$ cat src/rtl/hbg_pkg.sv
// Package: shared drive-mode type and switch index constants for the
// H-bridge guard. Assumes a two-leg, four-switch bridge.
package hbg_pkg;

    localparam int NUM_LEGS = 2;
    localparam int NUM_SW   = 2 * NUM_LEGS;

    // Switch positions in the drive / detector vectors
    localparam int SW_LU = 0;
    localparam int SW_LD = 1;
    localparam int SW_RU = 2;
    localparam int SW_RD = 3;

    typedef struct packed {
        logic lvl_a;
        logic lvl_b;
        logic swap;
        logic pwm_sel;
    } hbg_mode_t;

endpackage

$ cat src/rtl/hbg_regs.sv
// Control register file: holds the enable, interrupt enable and drive
// mode bits written through strobes. Drive writes are refused while a
// fault is latched. Assumes strobes are single-cycle synchronous pulses.
module hbg_regs
    import hbg_pkg::*;
(
    input  logic      clk,
    input  logic      rst_n,
    input  logic      wr_en_stb,
    input  logic      wr_en_val,
    input  logic      wr_ie_stb,
    input  logic      wr_ie_val,
    input  logic      wr_drv_stb,
    input  hbg_mode_t wr_mode,
    input  logic      fault_any,
    output logic      en_q,
    output logic      en_live,
    output logic      ie_q,
    output logic      ie_rise,
    output hbg_mode_t mode_q
);

    // Enable bit still high after this cycle's write
    assign en_live = en_q && !(wr_en_stb && !wr_en_val);
    // Interrupt enable going from 0 to 1 on this edge
    assign ie_rise = wr_ie_stb && wr_ie_val && !ie_q;

    // Enable and interrupt enable registers
    always_ff @(posedge clk) begin
        if (!rst_n) begin
            en_q <= 1'b0;
            ie_q <= 1'b0;
        end else begin
            if (wr_en_stb) en_q <= wr_en_val;
            if (wr_ie_stb) ie_q <= wr_ie_val;
        end
    end

    // Drive mode register, frozen while a fault flag is set
    always_ff @(posedge clk) begin
        if (!rst_n) begin
            mode_q <= '0;
        end else if (wr_drv_stb && !fault_any) begin
            mode_q <= wr_mode;
        end
    end

endmodule

$ cat src/rtl/hbg_fault.sv
// Fault latch: sticky short-circuit and overtemperature flags, plus the
// per-switch cut-off mask released SC_DELAY+1 edges after the
// short-circuit flag sets. Everything clears when enable drops.
module hbg_fault
    import hbg_pkg::*;
#(
    parameter int SC_DELAY = 8
)(
    input  logic              clk,
    input  logic              rst_n,
    input  logic              en_live,
    input  logic [NUM_SW-1:0] oc_det,
    input  logic              ot_det,
    output logic              sc_flag,
    output logic              ot_flag,
    output logic              sc_set,
    output logic              ot_set,
    output logic [NUM_SW-1:0] cut_mask
);

    localparam int CW = (SC_DELAY < 1) ? 1 : $clog2(SC_DELAY + 1);
    localparam logic [CW-1:0] LOAD = CW'(SC_DELAY);

    logic              oc_any;
    logic [CW-1:0]     dly_cnt;
    logic              dly_armed;
    logic [NUM_SW-1:0] oc_seen;

    assign oc_any = |oc_det;
    assign sc_set = en_live && oc_any && !sc_flag;
    assign ot_set = en_live && ot_det && !ot_flag;

    // Sticky fault flags, cleared only while enable is low
    always_ff @(posedge clk) begin
        if (!rst_n || !en_live) begin
            sc_flag <= 1'b0;
            ot_flag <= 1'b0;
        end else begin
            if (oc_any) sc_flag <= 1'b1;
            if (ot_det) ot_flag <= 1'b1;
        end
    end

    // Cut-off delay counter and collection of overcurrent switches
    always_ff @(posedge clk) begin
        if (!rst_n || !en_live) begin
            dly_cnt   <= '0;
            dly_armed <= 1'b0;
            oc_seen   <= '0;
            cut_mask  <= '0;
        end else if (sc_set) begin
            dly_cnt   <= LOAD;
            dly_armed <= 1'b1;
            oc_seen   <= oc_det;
        end else if (sc_flag) begin
            oc_seen <= oc_seen | oc_det;
            if (dly_armed) begin
                if (dly_cnt == '0) begin
                    dly_armed <= 1'b0;
                    cut_mask  <= oc_seen | oc_det;
                end else begin
                    dly_cnt <= dly_cnt - 1'b1;
                end
            end else begin
                cut_mask <= cut_mask | oc_det;
            end
        end
    end

endmodule

$ cat src/rtl/hbg_drive.sv
// Drive decode: turns the mode bits and PWM lines into the four switch
// enables, then applies enable, overtemperature and per-switch cut-off
// forcing. Assumes one upper and one lower switch per leg.
module hbg_drive
    import hbg_pkg::*;
(
    input  hbg_mode_t         mode_q,
    input  logic              en_q,
    input  logic              ot_flag,
    input  logic [NUM_SW-1:0] cut_mask,
    input  logic              pwm_a,
    input  logic              pwm_b,
    output logic [NUM_SW-1:0] drv
);

    logic bridge_on;
    assign bridge_on = en_q && !ot_flag;

    for (genvar g = 0; g < NUM_LEGS; g++) begin : g_leg
        logic lvl;
        logic pwm;
        logic up;
        logic dn;
        // Leg level after the direction swap
        always_comb begin
            if (g == 0) lvl = mode_q.swap ? mode_q.lvl_b : mode_q.lvl_a;
            else        lvl = mode_q.swap ? mode_q.lvl_a : mode_q.lvl_b;
            pwm = (g == 0) ? pwm_a : pwm_b;
        end
        // Upper/lower request with optional PWM gating on the upper switch
        assign up = lvl && (!mode_q.pwm_sel || pwm);
        assign dn = !lvl;
        assign drv[2*g]   = bridge_on && up && !cut_mask[2*g];
        assign drv[2*g+1] = bridge_on && dn && !cut_mask[2*g+1];
    end

endmodule

$ cat src/rtl/hbg_irq.sv
// Interrupt request latch: set by a flag's rising edge when enabled, or
// by enabling interrupts while a flag is set; cleared only with enable.
module hbg_irq (
    input  logic clk,
    input  logic rst_n,
    input  logic en_live,
    input  logic ie_q,
    input  logic ie_rise,
    input  logic sc_set,
    input  logic ot_set,
    input  logic sc_flag,
    input  logic ot_flag,
    output logic irq
);

    // Request latch
    always_ff @(posedge clk) begin
        if (!rst_n || !en_live) begin
            irq <= 1'b0;
        end else if ((ie_q || ie_rise) && (sc_set || ot_set)) begin
            irq <= 1'b1;
        end else if (ie_rise && (sc_flag || ot_flag)) begin
            irq <= 1'b1;
        end
    end

endmodule

$ cat src/rtl/hbridge_guard.sv
// Top: H-bridge control and protection. Ties together the register file,
// fault latch, drive decode and interrupt latch. SC_DELAY is the
// overcurrent cut-off delay in clock cycles (0 = next edge).
module hbridge_guard
    import hbg_pkg::*;
#(
    parameter int SC_DELAY = 8
)(
    input  logic       clk,
    input  logic       rst_n,
    input  logic       wr_en_stb,
    input  logic       wr_en_val,
    input  logic       wr_ie_stb,
    input  logic       wr_ie_val,
    input  logic       wr_drv_stb,
    input  logic       wr_lvl_a,
    input  logic       wr_lvl_b,
    input  logic       wr_swap,
    input  logic       wr_pwm_sel,
    input  logic       pwm_a,
    input  logic       pwm_b,
    input  logic [3:0] oc_det,
    input  logic       ot_det,
    output logic [3:0] drv,
    output logic       sc_flag,
    output logic       ot_flag,
    output logic       irq
);

    hbg_mode_t         wr_mode;
    hbg_mode_t         mode_q;
    logic              en_q;
    logic              en_live;
    logic              ie_q;
    logic              ie_rise;
    logic              sc_set;
    logic              ot_set;
    logic [NUM_SW-1:0] cut_mask;

    assign wr_mode = '{lvl_a: wr_lvl_a, lvl_b: wr_lvl_b,
                       swap: wr_swap, pwm_sel: wr_pwm_sel};

    hbg_regs u_regs (
        .clk        (clk),
        .rst_n      (rst_n),
        .wr_en_stb  (wr_en_stb),
        .wr_en_val  (wr_en_val),
        .wr_ie_stb  (wr_ie_stb),
        .wr_ie_val  (wr_ie_val),
        .wr_drv_stb (wr_drv_stb),
        .wr_mode    (wr_mode),
        .fault_any  (sc_flag || ot_flag),
        .en_q       (en_q),
        .en_live    (en_live),
        .ie_q       (ie_q),
        .ie_rise    (ie_rise),
        .mode_q     (mode_q)
    );

    hbg_fault #(.SC_DELAY(SC_DELAY)) u_fault (
        .clk      (clk),
        .rst_n    (rst_n),
        .en_live  (en_live),
        .oc_det   (oc_det),
        .ot_det   (ot_det),
        .sc_flag  (sc_flag),
        .ot_flag  (ot_flag),
        .sc_set   (sc_set),
        .ot_set   (ot_set),
        .cut_mask (cut_mask)
    );

    hbg_drive u_drive (
        .mode_q   (mode_q),
        .en_q     (en_q),
        .ot_flag  (ot_flag),
        .cut_mask (cut_mask),
        .pwm_a    (pwm_a),
        .pwm_b    (pwm_b),
        .drv      (drv)
    );

    hbg_irq u_irq (
        .clk     (clk),
        .rst_n   (rst_n),
        .en_live (en_live),
        .ie_q    (ie_q),
        .ie_rise (ie_rise),
        .sc_set  (sc_set),
        .ot_set  (ot_set),
        .sc_flag (sc_flag),
        .ot_flag (ot_flag),
        .irq     (irq)
    );

endmodule

$ cat config.mk
export PLATFORM = sky130hd
export DESIGN_NAME = hbridge_guard
export DESIGN_NICKNAME = d
export VERILOG_FILES = /design/src/rtl/hbg_pkg.sv /design/src/rtl/hbg_regs.sv /design/src/rtl/hbg_fault.sv /design/src/rtl/hbg_drive.sv /design/src/rtl/hbg_irq.sv /design/src/rtl/hbridge_guard.sv
export SDC_FILE = /design/constraint.sdc
export NUM_CORES = 1
export LEC_CHECK = 0
export BUFFER_PORTS_ARGS = -buffer_cell sky130_fd_sc_hd__buf_2
export CELL_PAD_IN_SITES_DETAIL_PLACEMENT = 0
export CELL_PAD_IN_SITES_GLOBAL_PLACEMENT = 2
export CORE_ASPECT_RATIO = 0.5
export CORE_MARGIN = 3
export CORE_UTILIZATION = 33
export DETAILED_ROUTE_END_ITERATION = 12
export PLACE_DENSITY = 0.85
export RECOVER_POWER = 25
export SYNTH_ARGS = -nofsm -noshare
export SYNTH_HDL_FRONTEND = slang
export SYNTH_HIERARCHICAL = 1
export SYNTH_SLANG_ARGS = --single-unit
$ cat constraint.sdc
create_clock -name clk -period 2 [get_ports clk]
set_input_delay 0.4 -clock clk [delete_from_list [all_inputs] [get_ports clk]]
set_output_delay 0.4 -clock clk [all_outputs]
set_load 0.005 [all_outputs]
# [After elaboration in Yosys (flattened, before gate mapping)]
# Index checks and enable logic that the tools add are counted.
[word_totals] wordCells=89 reg_bits=22 inputBits=18 out_inout_bits=7
[classes] addsub=1 n_reduce_logical=52 eq_ne=2 n_bitwise=4 n_mux=16
[op_table] op="$mux 4" count=8
[op_table] op="$logic_and 1x1->1" count=22
[op_table] op="$logic_not 1->1" count=15
[op_table] op="$reduce_and 3->1" count=3
[op_table] op="$mux 1" count=8
[op_table] op="$or 4x4->4" count=2
[op_table] op="$logic_or 1x1->1" count=6
[op_table] op="$reduce_bool 2->1" count=3
[op_table] op="$logic_not 4->1" count=1
[op_table] op="$reduce_or 4->1" count=1
[op_table] op="$sub 4x1->4 const B" count=1
[op_table] op="$ne 2x1->1 const B" count=1
[op_table] op="$ne 2x2->1 const B" count=1
[op_table] op="$not 1->1" count=2
[op_table] op="$reduce_or 2->1" count=1

# [Logic depth before layout (Yosys ltp)]
[logic_depth] word_depth=9 ltp_mapped=6 depth_no_buf=6

# [Cells and area by module]
# Netlist, hierarchy kept.
[modules_own_cells] mod="hbg_fault" cells_each=76 area_each_um2=669.4 n_inst=1 seq_area_each_um2=300.3
[modules_own_cells] mod="hbg_regs" cells_each=29 area_each_um2=269.0 n_inst=1 seq_area_each_um2=120.1
[modules_own_cells] mod="hbg_drive" cells_each=9 area_each_um2=96.3 n_inst=1 seq_area_each_um2=0.0
[modules_own_cells] mod="hbg_irq" cells_each=6 area_each_um2=45.0 n_inst=1 seq_area_each_um2=20.0
[modules_own_cells] mod="hbridge_guard" cells_each=1 area_each_um2=6.3 n_inst=1 seq_area_each_um2=0.0

# [Worst setup path after synthesis]
# Ideal clock, no wire load.
[synth_timing] path_kind="input port to flip-flop" from="in wr_en_val" to="reg u_irq.irq" arrival_time_ps=1298 cell_stages=6 n_path_buf=0 setup_ps=74 required_time_ps=1926 setup_slack_ps=628 path_cell_list="inv_1 -> a21boi_0 -> nand2b_1 -> nor2_2 -> o22ai_1 -> a31oi_1"
[synth_via] elab_chain_len=9 word_cells_on_any_way=14 classes_between="mux (1); reduce/logical (13)"
[synth_rtl] element="from (decl)" line_no="hbridge_guard.sv:12" rtl="input logic wr_en_val,"
[synth_rtl] element="$logic_not 1->1 (*)" line_no="hbg_regs.sv:24" rtl="assign en_live = en_q && !(wr_en_stb && !wr_en_val);"
[synth_rtl] element="$logic_and 1x1->1 (*)" line_no="hbg_regs.sv:24"
[synth_rtl] element="$logic_not 1->1 (*)" line_no="hbg_regs.sv:24"
[synth_rtl] element="$logic_and 1x1->1 (*)" line_no="hbg_regs.sv:24"
[synth_rtl] element="named net en_live" line_no="hbridge_guard.sv:33" rtl="logic en_live;"
[synth_rtl] element="$logic_and 1x1->1 (*) (2 in a row)" line_no="hbg_fault.sv:30" rtl="assign sc_set = en_live && oc_any && !sc_flag;"
[synth_rtl] element="named net sc_set" line_no="hbridge_guard.sv:36" rtl="logic sc_set;"
[synth_rtl] element="$logic_or 1x1->1 (*)" line_no="hbg_irq.sv:20" rtl="end else if ((ie_q || ie_rise) && (sc_set || ot_set)) begin"
[synth_rtl] element="$logic_and 1x1->1 (*)" line_no="hbg_irq.sv:20"
[synth_rtl] element="$mux 1 / $reduce_bool 2->1 (equally long branches)"
[synth_rtl] element="to (signal assigned)" line_no="hbg_irq.sv:19" rtl="irq <= 1'b0;"
[synth_rtl] element="to (signal assigned)" line_no="hbg_irq.sv:21" rtl="irq <= 1'b1;"
[synth_rtl] element="to (signal assigned)" line_no="hbg_irq.sv:23" rtl="irq <= 1'b1;"
[synth_rtl] element="to (decl)" line_no="hbg_irq.sv:13" rtl="output logic irq"
# Mark *: on every way through the listed nets, which the timed path passes. The rest lies on a longest branch.
# A chain may end at the register's enable or synchronous reset.

# [Worst setup path after layout]
[layout_timing] from="reg, netlist name u_regs/mode_q[1]" to="out drv[1]"
[layout_via] elab_chain_len=4
[layout_rtl] element="$mux 1" line_no="hbg_drive.sv:26" rtl="if (g == 0) lvl = mode_q.swap ? mode_q.lvl_b : mode_q.lvl_a;"
[layout_rtl] element="$logic_not 1->1" line_no="hbg_drive.sv:32" rtl="assign dn = !lvl;"
[layout_rtl] element="$logic_and 1x1->1 (2 in a row)" line_no="hbg_drive.sv:34" rtl="assign drv[2*g+1] = bridge_on && dn && !cut_mask[2*g+1];"
[layout_rtl] element="to (decl)" line_no="hbridge_guard.sv:24" rtl="output logic [3:0] drv,"
# Every way passes these cells.

==> reports/results.ini <==
[finish]
seqCellArea_sq_um=440
layout-drive-gt1-share=0.250
area_growth_pct=19.5
final_cell_mix=buf_2 (23), dfxtp_1 (22), nand2_1 (14)
fill_cells=310
antennaDiodeCount=0
multi_input_area_sq_um=577
layout_commonest_cell=buf_2
stdcell_count=188
final_cell_area_sq_um=1300
nNetsFinal=168

[power]
cellPowerDensity_nw_per_um2=672
p_leak_nw=0.522
max-vdd-ir-drop_uv=254

[yosys]
netlist.area_leader.share=0.406
ys_ff_latch=22
yosysUniqueCellTypes=34
synth_top_area_cell=dfxtp_1
syn_area_sq_um=1090
synth_warnings=6
syn_inst=121
syn_nets=140
seq_area_frac_synth=0.406
avgSynthCellArea_sq_um=8.98
yosys-top-cells-area=dfxtp_1 (41%), mux2i_1 (6.5%), a211oi_1 (4.8%), nand2_1 (4.8%), inv_1 (3.8%)

[placement]
dp.final_hpwl_um=1800
dp.cells=184
placed_area_sq_um=1250
portBuffers=24
gp_congestion=0.719

[worst_setup_path]
cp.required_ns=1.60
critPathArrivalTime_ns=1.31
path_class=flip-flop to output pin
startpoint_type=flip-flop
path_max_fanout=3
endpoint_kind=output pin

[floorplan]
coreArea_sq_um=3070
start_util=0.354
fp-row-count=14
io_pins=25
die_w_um=87.1
die_area_sq_um=4060
die_y_um=46.6

[routing]
wire_per_inst_um=12.7
vias=921
viasPerCell=4.90
ant_nets=0
drt_iter0_drc=32
drt_first_pass_iters=6
drc=0
wl_um=2380

[worst_hold_path]
holdCritPathClass=input port to flip-flop

[global_routing]
grt_pass1_vias=802
grt_pass1_wl_um=3930
antenna_found_initial=0
grt.overflow.total=0
grt_use_total=0.130
grt_max_degree=14

[cts]
holdBufCountCts=0
numCtsBuffers=3
ctsResizeCount=0
clock-root-buffer=clkbuf_8
cts.sinks=22
clk_latency_ns=0.27
clk_path_buf_depth=2
clkTransAtPathRegs_ns=0.08
cts_tree=done
cts_max_level=1
cts_setup_buffers=0

[timing]
setup_viol=0
worst_pin_slew_ns=0.512
hold_viol=0
fin_skew_ns=0.00569
fmax_mhz=586
finalCriticalPeriod_ns=1.71
rsz0062_at_grt=false
fin_crit_sh=0.853
relSlewSlack=0.657
final-max-slew-violation-count=0
setup_tns_ns=0

[job]
maxCapViolations=0

[outcome]
outcome=complete, no violations

-- cell type report --
class / instances / share of cell area
tap: 40 / 0.0386
sequential: 22 / 0.339
clock buffer: 4 / 0.0424
multi-input combinational: 85 / 0.445
inverter: 11 / 0.0318
timing repair buffer: 26 / 0.103
-- worst max-delay path, cell delays in order (launching register included) --
cell     delay (ns)
dfxtp_1        0.39
mux2i_1        0.31
nor3b_2        0.21
buf_2          0.13
-- final timing paths --
| path | from | end | slack [ns] | cells past startpoint |
|---|---|---|---|---|
| max | u_regs/mode_q[1] | drv[1] | 0.29 | 3 |
| min | ot_det | u_fault/ot_flag | 0.36 | 3 |
| max reg2reg | u_fault/dly_cnt[0] | u_fault/cut_mask[2] | 0.44 | 5 |
| min reg2reg | u_irq/irq | u_irq/irq | 0.46 | 2 |
-- cells by family after synthesis --
group	after synthesis	share of synthesized area
DFF	22	0.406
and+or+nand+nor	45	0.250
adders and majority gates	1	0.0115
buffers and inverters	14	0.0564
AOI/OAI and AO/OA	32	0.212
muxes	7	0.0645
-- per-stage QoR --
stage / total power [mW] / util / hold slack (ns) / setup slack [ns]
finish: 0.872 / 0.423 / 0.361 / 0.295
global route: 0.919 / 0.423 / 0.374 / 0.201
CTS: 0.893 / 0.426 / 0.356 / 0.271
detailed placement: 0.564 / 0.408 / 0.446 / 0.470
global placement: 0.563 / 0.408 / 0.443 / 0.423
floorplan: 0.525 / - / 0.447 / 0.628
-- where the power goes --
group | switching [mW] | internal (mW)
sequential | 0.0119 | 0.450
clock | 0.146 | 0.176
combinational | 0.0468 | 0.0423
total | 0.204 | 0.667
-- cell usage after synthesis, drive strengths merged --
master,number
a211oi,7
a31oi,1
o22ai,1
ha,1
nor2b,3
nor3b,4
dfxtp,22
o21a,1
nor2,10
o21ai,7
buf,2
mux2i,7
a21oi,5
or3,2
a2111oi,2
and2,2
a221oi,4
nor4,1
nand2b,3
nor3,2
a21boi,3
o311a,1
or2,1
or3b,1
nand2,14
nand3,2
inv,11
clkbuf,1
-- registers in the layout (all words and copies together) (netlist names) --
register / cells
u_fault/cut_mask: 4
u_fault/dly_cnt: 4
u_fault/oc_seen: 4
u_regs/mode_q: 4
u_fault/dly_armed: 1
u_fault/ot_flag: 1
u_fault/sc_flag: 1
u_irq/irq: 1
u_regs/en_q: 1
u_regs/ie_q: 1
-- per-layer routing --
| metal | routed length [um] | share of wire | vias up | GRT usage |
|---|---|---|---|---|
| met1 | 1280 | 0.54 | 418 | 0.183 |
| met5 | 0 | 0 | - | 0 |
| met3 | 100 | 0.042 | 5 | 0.0375 |
| met4 | 46 | 0.019 | 0 | 0.0550 |
| li1 | - | - | 483 | - |
| met2 | 953 | 0.40 | 15 | 0.184 |
Note: power is estimated with default switching activity, not from simulation.
